**config.mk**
```make
export PLATFORM = sky130hd
export DESIGN_NAME = irq_stat_top
export DESIGN_NICKNAME = d
export VERILOG_FILES = /design/src/rtl/irq_stat_pkg.sv /design/src/rtl/irq_stat_ctrl.sv /design/src/rtl/irq_stat_dp.sv /design/src/rtl/irq_stat_top.sv
export SDC_FILE = /design/constraint.sdc
export NUM_CORES = 1
export LEC_CHECK = 0
export BUFFER_PORTS_ARGS = -buffer_cell sky130_fd_sc_hd__buf_4
export CAP_MARGIN = 20
export CORE_MARGIN = 1.5
export CORE_UTILIZATION = 43
export DETAILED_ROUTE_END_ITERATION = 12
export PLACE_DENSITY = 0.84
export SYNTH_ARGS = -nofsm -noshare
export SYNTH_HDL_FRONTEND = slang
export SYNTH_SLANG_ARGS = --single-unit
```
**constraint.sdc**
```tcl
create_clock -name clk -period 1.15 [get_ports clk]
set_input_delay 0.115 -clock clk [delete_from_list [all_inputs] [get_ports clk]]
set_output_delay 0.115 -clock clk [all_outputs]
set_load 0.02 [all_outputs]
```
**src/rtl/irq_stat_pkg.sv**
```systemverilog
package irq_stat_pkg;
  localparam int ADDR_STS   = 'h00;
  localparam int ADDR_ENSET = 'h04;
  localparam int ADDR_ENCLR = 'h08;

  // Strobes from control to datapath, one cycle each
  typedef struct packed {
    logic stsClr;   // write to status word
    logic enSet;    // W1S of enable
    logic enClr;    // W1C of enable
    logic autoClr;  // clear command-complete on slot status read
    logic rdLoad;   // capture read data this cycle
    logic rdSts;    // read selects status word
    logic rdEnb;    // read selects enable word
  } strobe_t;
endpackage

```
**src/rtl/irq_stat_ctrl.sv**
```systemverilog
module irq_stat_ctrl
  import irq_stat_pkg::*;
#(
  parameter int ADDR_W = 8
) (
  input  logic              wrEn,
  input  logic              rdEn,
  input  logic [ADDR_W-1:0] addr,
  input  logic              slotStatRd,
  input  logic              noAutoClr,
  output strobe_t           strobe
);
  localparam logic [ADDR_W-1:0] A_STS = ADDR_W'(ADDR_STS);
  localparam logic [ADDR_W-1:0] A_SET = ADDR_W'(ADDR_ENSET);
  localparam logic [ADDR_W-1:0] A_CLR = ADDR_W'(ADDR_ENCLR);

  logic hitSts, hitSet, hitClr;

  always_comb begin
    hitSts = (addr == A_STS);
    hitSet = (addr == A_SET);
    hitClr = (addr == A_CLR);
    strobe.stsClr  = wrEn && hitSts;
    strobe.enSet   = wrEn && hitSet;
    strobe.enClr   = wrEn && hitClr;
    strobe.autoClr = slotStatRd && !noAutoClr;
    strobe.rdLoad  = rdEn;
    strobe.rdSts   = rdEn && hitSts;
    strobe.rdEnb   = rdEn && (hitSet || hitClr);
  end
endmodule

```
**src/rtl/irq_stat_dp.sv**
```systemverilog
module irq_stat_dp
  import irq_stat_pkg::*;
#(
  parameter int NUM_SRC = 12,
  parameter int DATA_W  = 32,
  parameter int STEER_W = 2
) (
  input  logic                   clk,
  input  logic                   rstN,
  input  strobe_t                strobe,
  input  logic [NUM_SRC-1:0]     evtPulse,
  input  logic [DATA_W-1:0]      wrData,
  output logic [DATA_W-1:0]      rdData,
  output logic [(1<<STEER_W)-1:0] irqLine,
  output logic [NUM_SRC-1:0]     stsRaw,
  output logic [NUM_SRC-1:0]     enMask
);
  localparam int RAW_LSB = DATA_W / 2;
  localparam int LINES   = 1 << STEER_W;

  logic [NUM_SRC-1:0] stsReg, enReg, clrMask;
  logic [STEER_W-1:0] steerReg;
  logic [DATA_W-1:0]  stsWord, enWord, rdNext;
  logic               anyIrq;
  logic               unusedBits;

  assign unusedBits = ^wrData;

  always_comb begin
    clrMask = '0;
    if (strobe.stsClr)
      clrMask = wrData[NUM_SRC-1:0] | wrData[RAW_LSB +: NUM_SRC];
    if (strobe.autoClr)
      clrMask[0] = 1'b1;
  end

  always_ff @(posedge clk or negedge rstN) begin
    if (!rstN) begin
      stsReg   <= '0;
      enReg    <= '0;
      steerReg <= '0;
    end else begin
      stsReg <= (stsReg & ~clrMask) | evtPulse;  // event wins
      if (strobe.enSet) begin
        enReg    <= enReg | wrData[NUM_SRC-1:0];
        steerReg <= steerReg | wrData[DATA_W-1 -: STEER_W];
      end else if (strobe.enClr) begin
        enReg    <= enReg & ~wrData[NUM_SRC-1:0];
        steerReg <= steerReg & ~wrData[DATA_W-1 -: STEER_W];
      end
    end
  end

  always_comb begin
    stsWord = '0;
    stsWord[NUM_SRC-1:0]       = stsReg & enReg;
    stsWord[RAW_LSB +: NUM_SRC] = stsReg;
    enWord = '0;
    enWord[NUM_SRC-1:0]          = enReg;
    enWord[DATA_W-1 -: STEER_W]  = steerReg;
    rdNext = '0;
    if (strobe.rdSts) rdNext = stsWord;
    else if (strobe.rdEnb) rdNext = enWord;
  end

  always_ff @(posedge clk or negedge rstN) begin
    if (!rstN) rdData <= '0;
    else if (strobe.rdLoad) rdData <= rdNext;
  end

  assign anyIrq = |(stsReg & enReg);

  for (genvar k = 0; k < LINES; k++) begin : g_line
    assign irqLine[k] = anyIrq && (steerReg == STEER_W'(k));
  end

  assign stsRaw = stsReg;
  assign enMask = enReg;
endmodule

```
**src/rtl/irq_stat_top.sv**
```systemverilog
module irq_stat_top
  import irq_stat_pkg::*;
#(
  parameter int NUM_SRC = 12,
  parameter int ADDR_W  = 8,
  parameter int DATA_W  = 32,
  parameter int STEER_W = 2
) (
  input  logic                    clk,
  input  logic                    rstN,
  input  logic [NUM_SRC-1:0]      evtPulse,
  input  logic                    slotStatRd,
  input  logic                    noAutoClr,
  input  logic                    wrEn,
  input  logic                    rdEn,
  input  logic [ADDR_W-1:0]       addr,
  input  logic [DATA_W-1:0]       wrData,
  output logic [DATA_W-1:0]       rdData,
  output logic [(1<<STEER_W)-1:0] irqLine
);
  strobe_t            strobe;
  logic [NUM_SRC-1:0] stsRaw, enMask;

  irq_stat_ctrl #(.ADDR_W(ADDR_W)) uCtrl (
    .wrEn(wrEn), .rdEn(rdEn), .addr(addr),
    .slotStatRd(slotStatRd), .noAutoClr(noAutoClr), .strobe(strobe)
  );

  irq_stat_dp #(.NUM_SRC(NUM_SRC), .DATA_W(DATA_W), .STEER_W(STEER_W)) uDp (
    .clk(clk), .rstN(rstN), .strobe(strobe), .evtPulse(evtPulse),
    .wrData(wrData), .rdData(rdData), .irqLine(irqLine),
    .stsRaw(stsRaw), .enMask(enMask)
  );
endmodule

```
==> impl_results.md, run 1 <==
* Status: finished with violations
* Failing checks: negative setup slack
* Port bufs at 81
* Netlist Area Pre-Place at 2310 µm²
* Die ar. at 5810 µm²
* Ant. Diodes at 0
* Area delta synth->final at 71.1%
* CTS tree: yes
* Sequential element share of the synthesized area at 56.4%
* Path type of the worst min-delay path: in -> reg
* Clk Latency, worst-skew pair at 300 ps
* H-tree lvl count at 2
* Synth async-reset ratio at 100%
* Final core occ at 76.8%
* First-pass iteration count of the detailed router at 4
* Die X at 76.2 µm
* GRT Overall Usage at 23.7%
* Power Dens Cells at 837 nW/µm²
* Final Hold Vio Count at 0
* Layout cells sized above 1 at 62.8%
* Worst clock skew at 2.63 ps
* Num CTS Buffers at 5
* Antenna violations before repair at 0
* Adder-cell share of the synthesized area at 0%
* Worst Path Arrival at 1700 ps
* Largest net degree at the start of global routing at 53
* RSZ-0062 raised after global routing: yes
* Mapped Avg Cell Area at 12.4 µm²
* Post-synth top flop: dfrtp_1
* Final wirelength at 7210 µm
* Post-route ant nets at 0
* Worst Setup Path Type: reg -> out
* Post-Synth Simple-Gate Area at 9.06%
* Clock Tree Root: clkbuf_8
* Post-synth EDFFs at 0
* Core Area at 5140 µm²
* CP max FO at 4
* Fin area at 3950 µm²
* Compound-Gate Fraction of Synth Area at 21.3%
* Post-detail-place hpwl at 4340 µm
* Final nets at 380
* Die Y at 76.2 µm
* Number of cell rows at 26
* Total grt overflow at 0
* Mux contribution to synthesized area at 8.46%
* Clock sinks at 52
* Reg clk slew, reported paths at 90 ps
* Final Wtd Congestion at 0.777
* Drt initial violations at 113
* First-pass GRT wire length at 11,000 µm
* Drt wl/cell at 18.3 µm
* Fin crit period at 1810 ps
* Worst VDD drop at 0.578 mV
* Synthesis Warnings at 0
* Xor/xnor share of the synthesized area at 0.380%
* Clock buffer depth at 2
* Slew Viols, Final at 0
* # setup viols final at 54
* Num ports at 94
* Placed cell area at 3320 µm²
* Syn Inst Count at 186
* DRC viols at 0
* Critical path endpoint category: output port
* Crit path required time at 1030 ps
* Final worst slack at -664 ps
* Final period utilization at 158%
* Fillcell total at 333
* Unique cell type count in the Yosys netlist at 31
* Largest family of logic cells by synthesized area: compound AO/OA/AOI/OAI gates
* Yosys reg bits at 52
* Routed via count at 2,048
* Via density at 5.21
* Initial core utilization at 44.9%
* Max Cap Viol at 0
* Leakage Power at 1.84 nW
* Max Fclk at 0.551 GHz
* Worst setup SP type: flop
* Number of global-route vias before repair at 2,210
## power by group
part           switching (W)  leakage, nW  internal, W  total, W
combinational       0.000187         1.12     0.000198  0.000386
sequential        0.00000393        0.665      0.00183   0.00184
clock               0.000598       0.0510     0.000482   0.00108
## worst max-delay path: stages, from the launching register on
cell and delay [ps]:
dfrtp_1 400, a22o_1 270, a221oi_2 210, and3_4 310, nor3b_4 60, buf_6 140
## kinds of logic (layout without fill, tap and decap cells)
group,count (synthesis),after routing
compound gates,68,68
xor+xnor,1,1
buf+inv,16,148
flops,52,52
mux,14,14
other cells,1,6
simple gates,34,34
## timing repair
| item | 4_1_cts | 5_1_grt |
|---|---|---|
| pin swaps | 28 | 19 |
| setup endpoints to repair | 54 | 54 |
| gates cloned | 1 | 0 |
| hold buffers | 12 | 1 |
| setup buffers | 1 | 0 |
| resized for setup | 53 | 37 |
| hold endpoints to repair | 63 | 1 |
## metal layers
metal  track usage [%]  part of all wire, %
met1              30.1                   41
met2              42.6                   54
met3              3.59                  3.8
met4              5.19                 0.87
met5                 0                    0
## path summary, 6_finish.rpt
path | start | endpoint | slack (ps) | cells after the start
worst max-delay path | uDp.stsRaw[10] | irqLine[2] | -660 | 5
worst min-delay path | rdEn | uDp.rdData[31] | 90 | 3
worst max register to register | uDp.stsRaw[5] | uDp.rdData[5] | -20 | 3
worst min register to register | uDp.rdData[6] | uDp.rdData[6] | 510 | 1
max in group asynchronous | rstN | uDp.rdData[10] | 610 | 3
min in group asynchronous | rstN | uDp.rdData[7] | 320 | 3
## cell type report
class                           count  area [µm²]  share of cell area (%)
Clock inverter                      2        10.0                   0.254
Multi-Input combinational cell    123        1300                    33.0
Inverter                            2        7.51                   0.190
Timing Repair Buffer              138        1150                    29.2
Clock buffer                        6        82.6                    2.09
Tap cell                           70        87.6                    2.22
Sequential cell                    52        1300                    33.0
## through the flow
stage	worst slack, ps	hold slack [ps]	std cells	setup TNS [ps]	power, W
2_1_floorplan	-415	-181	191	-14940	0.00195
3_3_place_gp	-537	109	370	-25730	0.00217
3_5_place_dp	-610	111	370	-27980	0.00217
4_1_cts	-640	0.0711	392	-10470	0.00327
5_1_grt	-696	104	393	-13810	0.00341
6_report	-664	93.8	393	-12050	0.00330
## cell usage in the layout (no fill, tap or decap), drive strengths merged, types with 3 or more instances in the layout
master and count:
nor3 3, clkinv 3, clkbuf 6, conb 6
a22o 15, nor3b 3, buf 125, dlygate4sd3 13
a21o 11, o21ai 24, nand2 19, o2bb2ai 14
a221oi 3, dfrtp 52, mux2 14
## synth_stat cells (all sizes together) (3+ instances only)
cell type,number,area [µm²]
a22o,15,131
nor3,3,20.0
mux2,14,195
o21ai,24,120
nand2,19,71.3
nor3b,3,33.8
a221oi,3,26.3
dfrtp,52,1300
buf,10,73.8
o2bb2ai,14,123
clkbuf,4,15.0
a21o,11,82.6
No activity file was read; power rests on OpenSTA's default activity.
==> inputs of run 2 (changes only) <==
--- a/config.mk
+++ b/config.mk
@@ -8,9 +8,9 @@
 export BUFFER_PORTS_ARGS = -buffer_cell sky130_fd_sc_hd__buf_4
 export CAP_MARGIN = 20
 export CORE_MARGIN = 1.5
-export CORE_UTILIZATION = 43
+export CORE_UTILIZATION = 30
 export DETAILED_ROUTE_END_ITERATION = 12
-export PLACE_DENSITY = 0.84
+export PLACE_DENSITY = 0.65
 export SYNTH_ARGS = -nofsm -noshare
 export SYNTH_HDL_FRONTEND = slang
 export SYNTH_SLANG_ARGS = --single-unit
==> run 2 against run 1 <==
Effect of this change: the run still ends with negative setup slack left; register-to-register slack improved by 20 ps; global-route usage decreased by 6.8 points; first-iteration DRC count decreased by 27%; sequential power about the same; hold slack got worse by 5.0 ps; wire length decreased by 4.0%; maximum frequency increased by 0.27%; flip-flop and latch count unchanged; final cell count increased by 8.1%; critical path depth unchanged; die area increased by 41%; combinational power about the same; highest routed layer unchanged.
==> impl_results.md, run 2 (synthesis results as in run 1) <==
* Status: finished with violations
* Failing checks: negative setup slack
* Die ar. at 8220 µm² (+41%)
* Port bufs at 81 (unchanged)
* Core Area at 7330 µm² (+43%)
* Worst clock skew at 1.88 ps (-0.746 ps)
* Worst Path Arrival at 1690 ps (about the same)
* Crit path max-delay family: compound AO/OA/AOI/OAI gates
* Clock Tree Root: clkbuf_8
* Drt wl/cell at 16.3 µm (-11%)
* Post-route ant nets at 0 (unchanged)
* Power Dens Cells at 858 nW/µm² (+2.6%)
* Final period utilization at 157% (-0.42 points)
* Post-detail-place hpwl at 4610 µm (+6.1%)
* Clock sinks at 52 (unchanged)
* First-pass GRT wire length at 10,800 µm (-1.3%)
* CP max FO at 4 (unchanged)
* Ant. Diodes at 0 (unchanged)
* CP Buf/Inv Count at 1 (unchanged)
* RSZ-0062 raised after global routing: yes
* Number of global-route vias before repair at 2,188 (-1.0%)
* Final worst slack at -659 ps (+4.87 ps)
* Routed via count at 2,041 (-0.34%)
* Max Cap Viol at 0 (unchanged)
* # setup viols final at 54 (unchanged)
* Master of the slowest instance on the critical path: dfrtp_1
* Drt initial violations at 82 (-27%)
* Final TNS setup at -13,830 ps (-1780 ps)
* Area delta synth->final at 74.8%
* Number of cell rows at 31 (+19%)
* Crit-path cells: a22o_1, a221oi_2, and3_4, nor3b_4, buf_6
* Initial core utilization at 31.5% (-13 points)
* Worst Setup Path Type: reg -> out
* Num CTS Buffers at 5 (unchanged)
* Slew Viols, Final at 0 (unchanged)
* CTS tree: yes
* Final Wtd Congestion at 0.761 (-2.1%)
* Total grt overflow at 0 (unchanged)
* Critical path endpoint category: output port
* Layout cells sized above 1 at 63.5% (+0.65 points)
* Max_slew headroom at 56.4%
* Crit-path max cell delay at 400 ps (about the same)
* Worst-margin pin slew at 654 ps
* Most frequent cells in the layout: 111 x buf_4, 52 x dfrtp_1, 15 x a22o_1
* First-pass iteration count of the detailed router at 4 (unchanged)
* H-tree lvl count at 2 (unchanged)
* Crit path required time at 1030 ps (about the same)
* Most common cell after layout, fill and taps aside: buf_4
* Path type of the worst min-delay path: in -> reg
* Worst setup SP type: flop
* Design Power at 0.00346 W (+4.8%)
* Fin crit period at 1810 ps (-4.87 ps)
* Clock buffer depth at 2 (unchanged)
* Num ports at 94 (unchanged)
* GRT Overall Usage at 16.9% (-6.8 points)
* DRC viols at 0 (unchanged)
* Largest net degree at the start of global routing at 53 (unchanged)
* Max Fclk at 0.553 GHz (+0.27%)
* Final Hold Vio Count at 0 (unchanged)
* Leakage Power at 1.89 nW (+2.8%)
* Final wirelength at 6920 µm (-4.0%)
* Clk Latency, worst-skew pair at 310 ps (about the same)
* Die Y at 90.7 µm (+19%)
* Final nets at 383 (+0.79%)
* Worst VDD drop at 0.541 mV (-6.4%)
* Die X at 90.7 µm (+19%)
* Antenna violations before repair at 0 (unchanged)
* Worst Hold Margin at 88.8 ps (-4.97 ps)
* Via density at 4.80 (-7.8%)
* DP Worst Slack at -552 ps (+58.7 ps)
* Reg clk slew, reported paths at 90 ps (about the same)
* Fillcell total at 637 (+91%)
[run 2: what timing repair did]
action,CTS,global route
gates resized for setup,83,17
pin swaps,34,9
cloned,3,0
endpoints found under the hold margin,64,0
setup buffers,2,3
endpoints found under the setup margin,54,56
hold buffers,13,0
[run 2: final timing paths]
kind / depth (start not counted) / endpoint / slack [ps] / from
worst min-delay path: 3 / uDp.rdData[31] / 90 / rdEn
worst max register to register: 3 / uDp.rdData[3] / 0 / uDp.stsRaw[3]
max in group asynchronous: 2 / uDp.rdData[11] / 340 / rstN
min in group asynchronous: 2 / uDp.rdData[2] / 380 / rstN
worst min register to register: 1 / uDp.rdData[30] / 500 / uDp.rdData[30]
worst max-delay path: 5 / irqLine[1] / -660 / uDp.stsRaw[8]
[run 2: through the flow]
stage	instances	cell area (µm²)	utilization (%)
final	425	4030	55.0
after global routing	425	4030	55.0
after CTS	423	3920	53.5
after detailed placement	397	3350	45.6
after global placement	397	3350	45.6
after floorplan	191	2390	-
[run 2: final cells by class]
class                           count  area, µm²  area share, %
Sequential cell                    52       1300           32.3
Timing Repair Buffer              141       1180           29.2
Clock inverter                      2       35.0          0.869
Clock buffer                        6       72.6           1.80
Tap cell                           99        124           3.07
Multi-Input combinational cell    123       1320           32.6
Inverter                            2       7.51          0.186
[run 2: per-layer routing]
layer  part of all wire [%]  vias up  wire length (µm)  track usage (%)
met2                     50       65              3490             29.1
li1                       -      958                 -                -
met3                    5.0       18               347             3.62
met1                     42     1000              2890             20.7
met5                      0        -                 0                0
met4                    2.8        0               197             6.22
[run 2: tightest hold or removal path, cell delays in order]
cell	delay (ps)
buf_4	130
nand2_1	50
o2bb2ai_1	60
[run 2: where the power goes]
part	switching (W)	total (W)	internal (W)
combinational	0.000191	0.000387	0.000195
clock	0.000591	0.00124	0.000646
sequential	0.00000394	0.00184	0.00183
total	0.000786	0.00346	0.00267
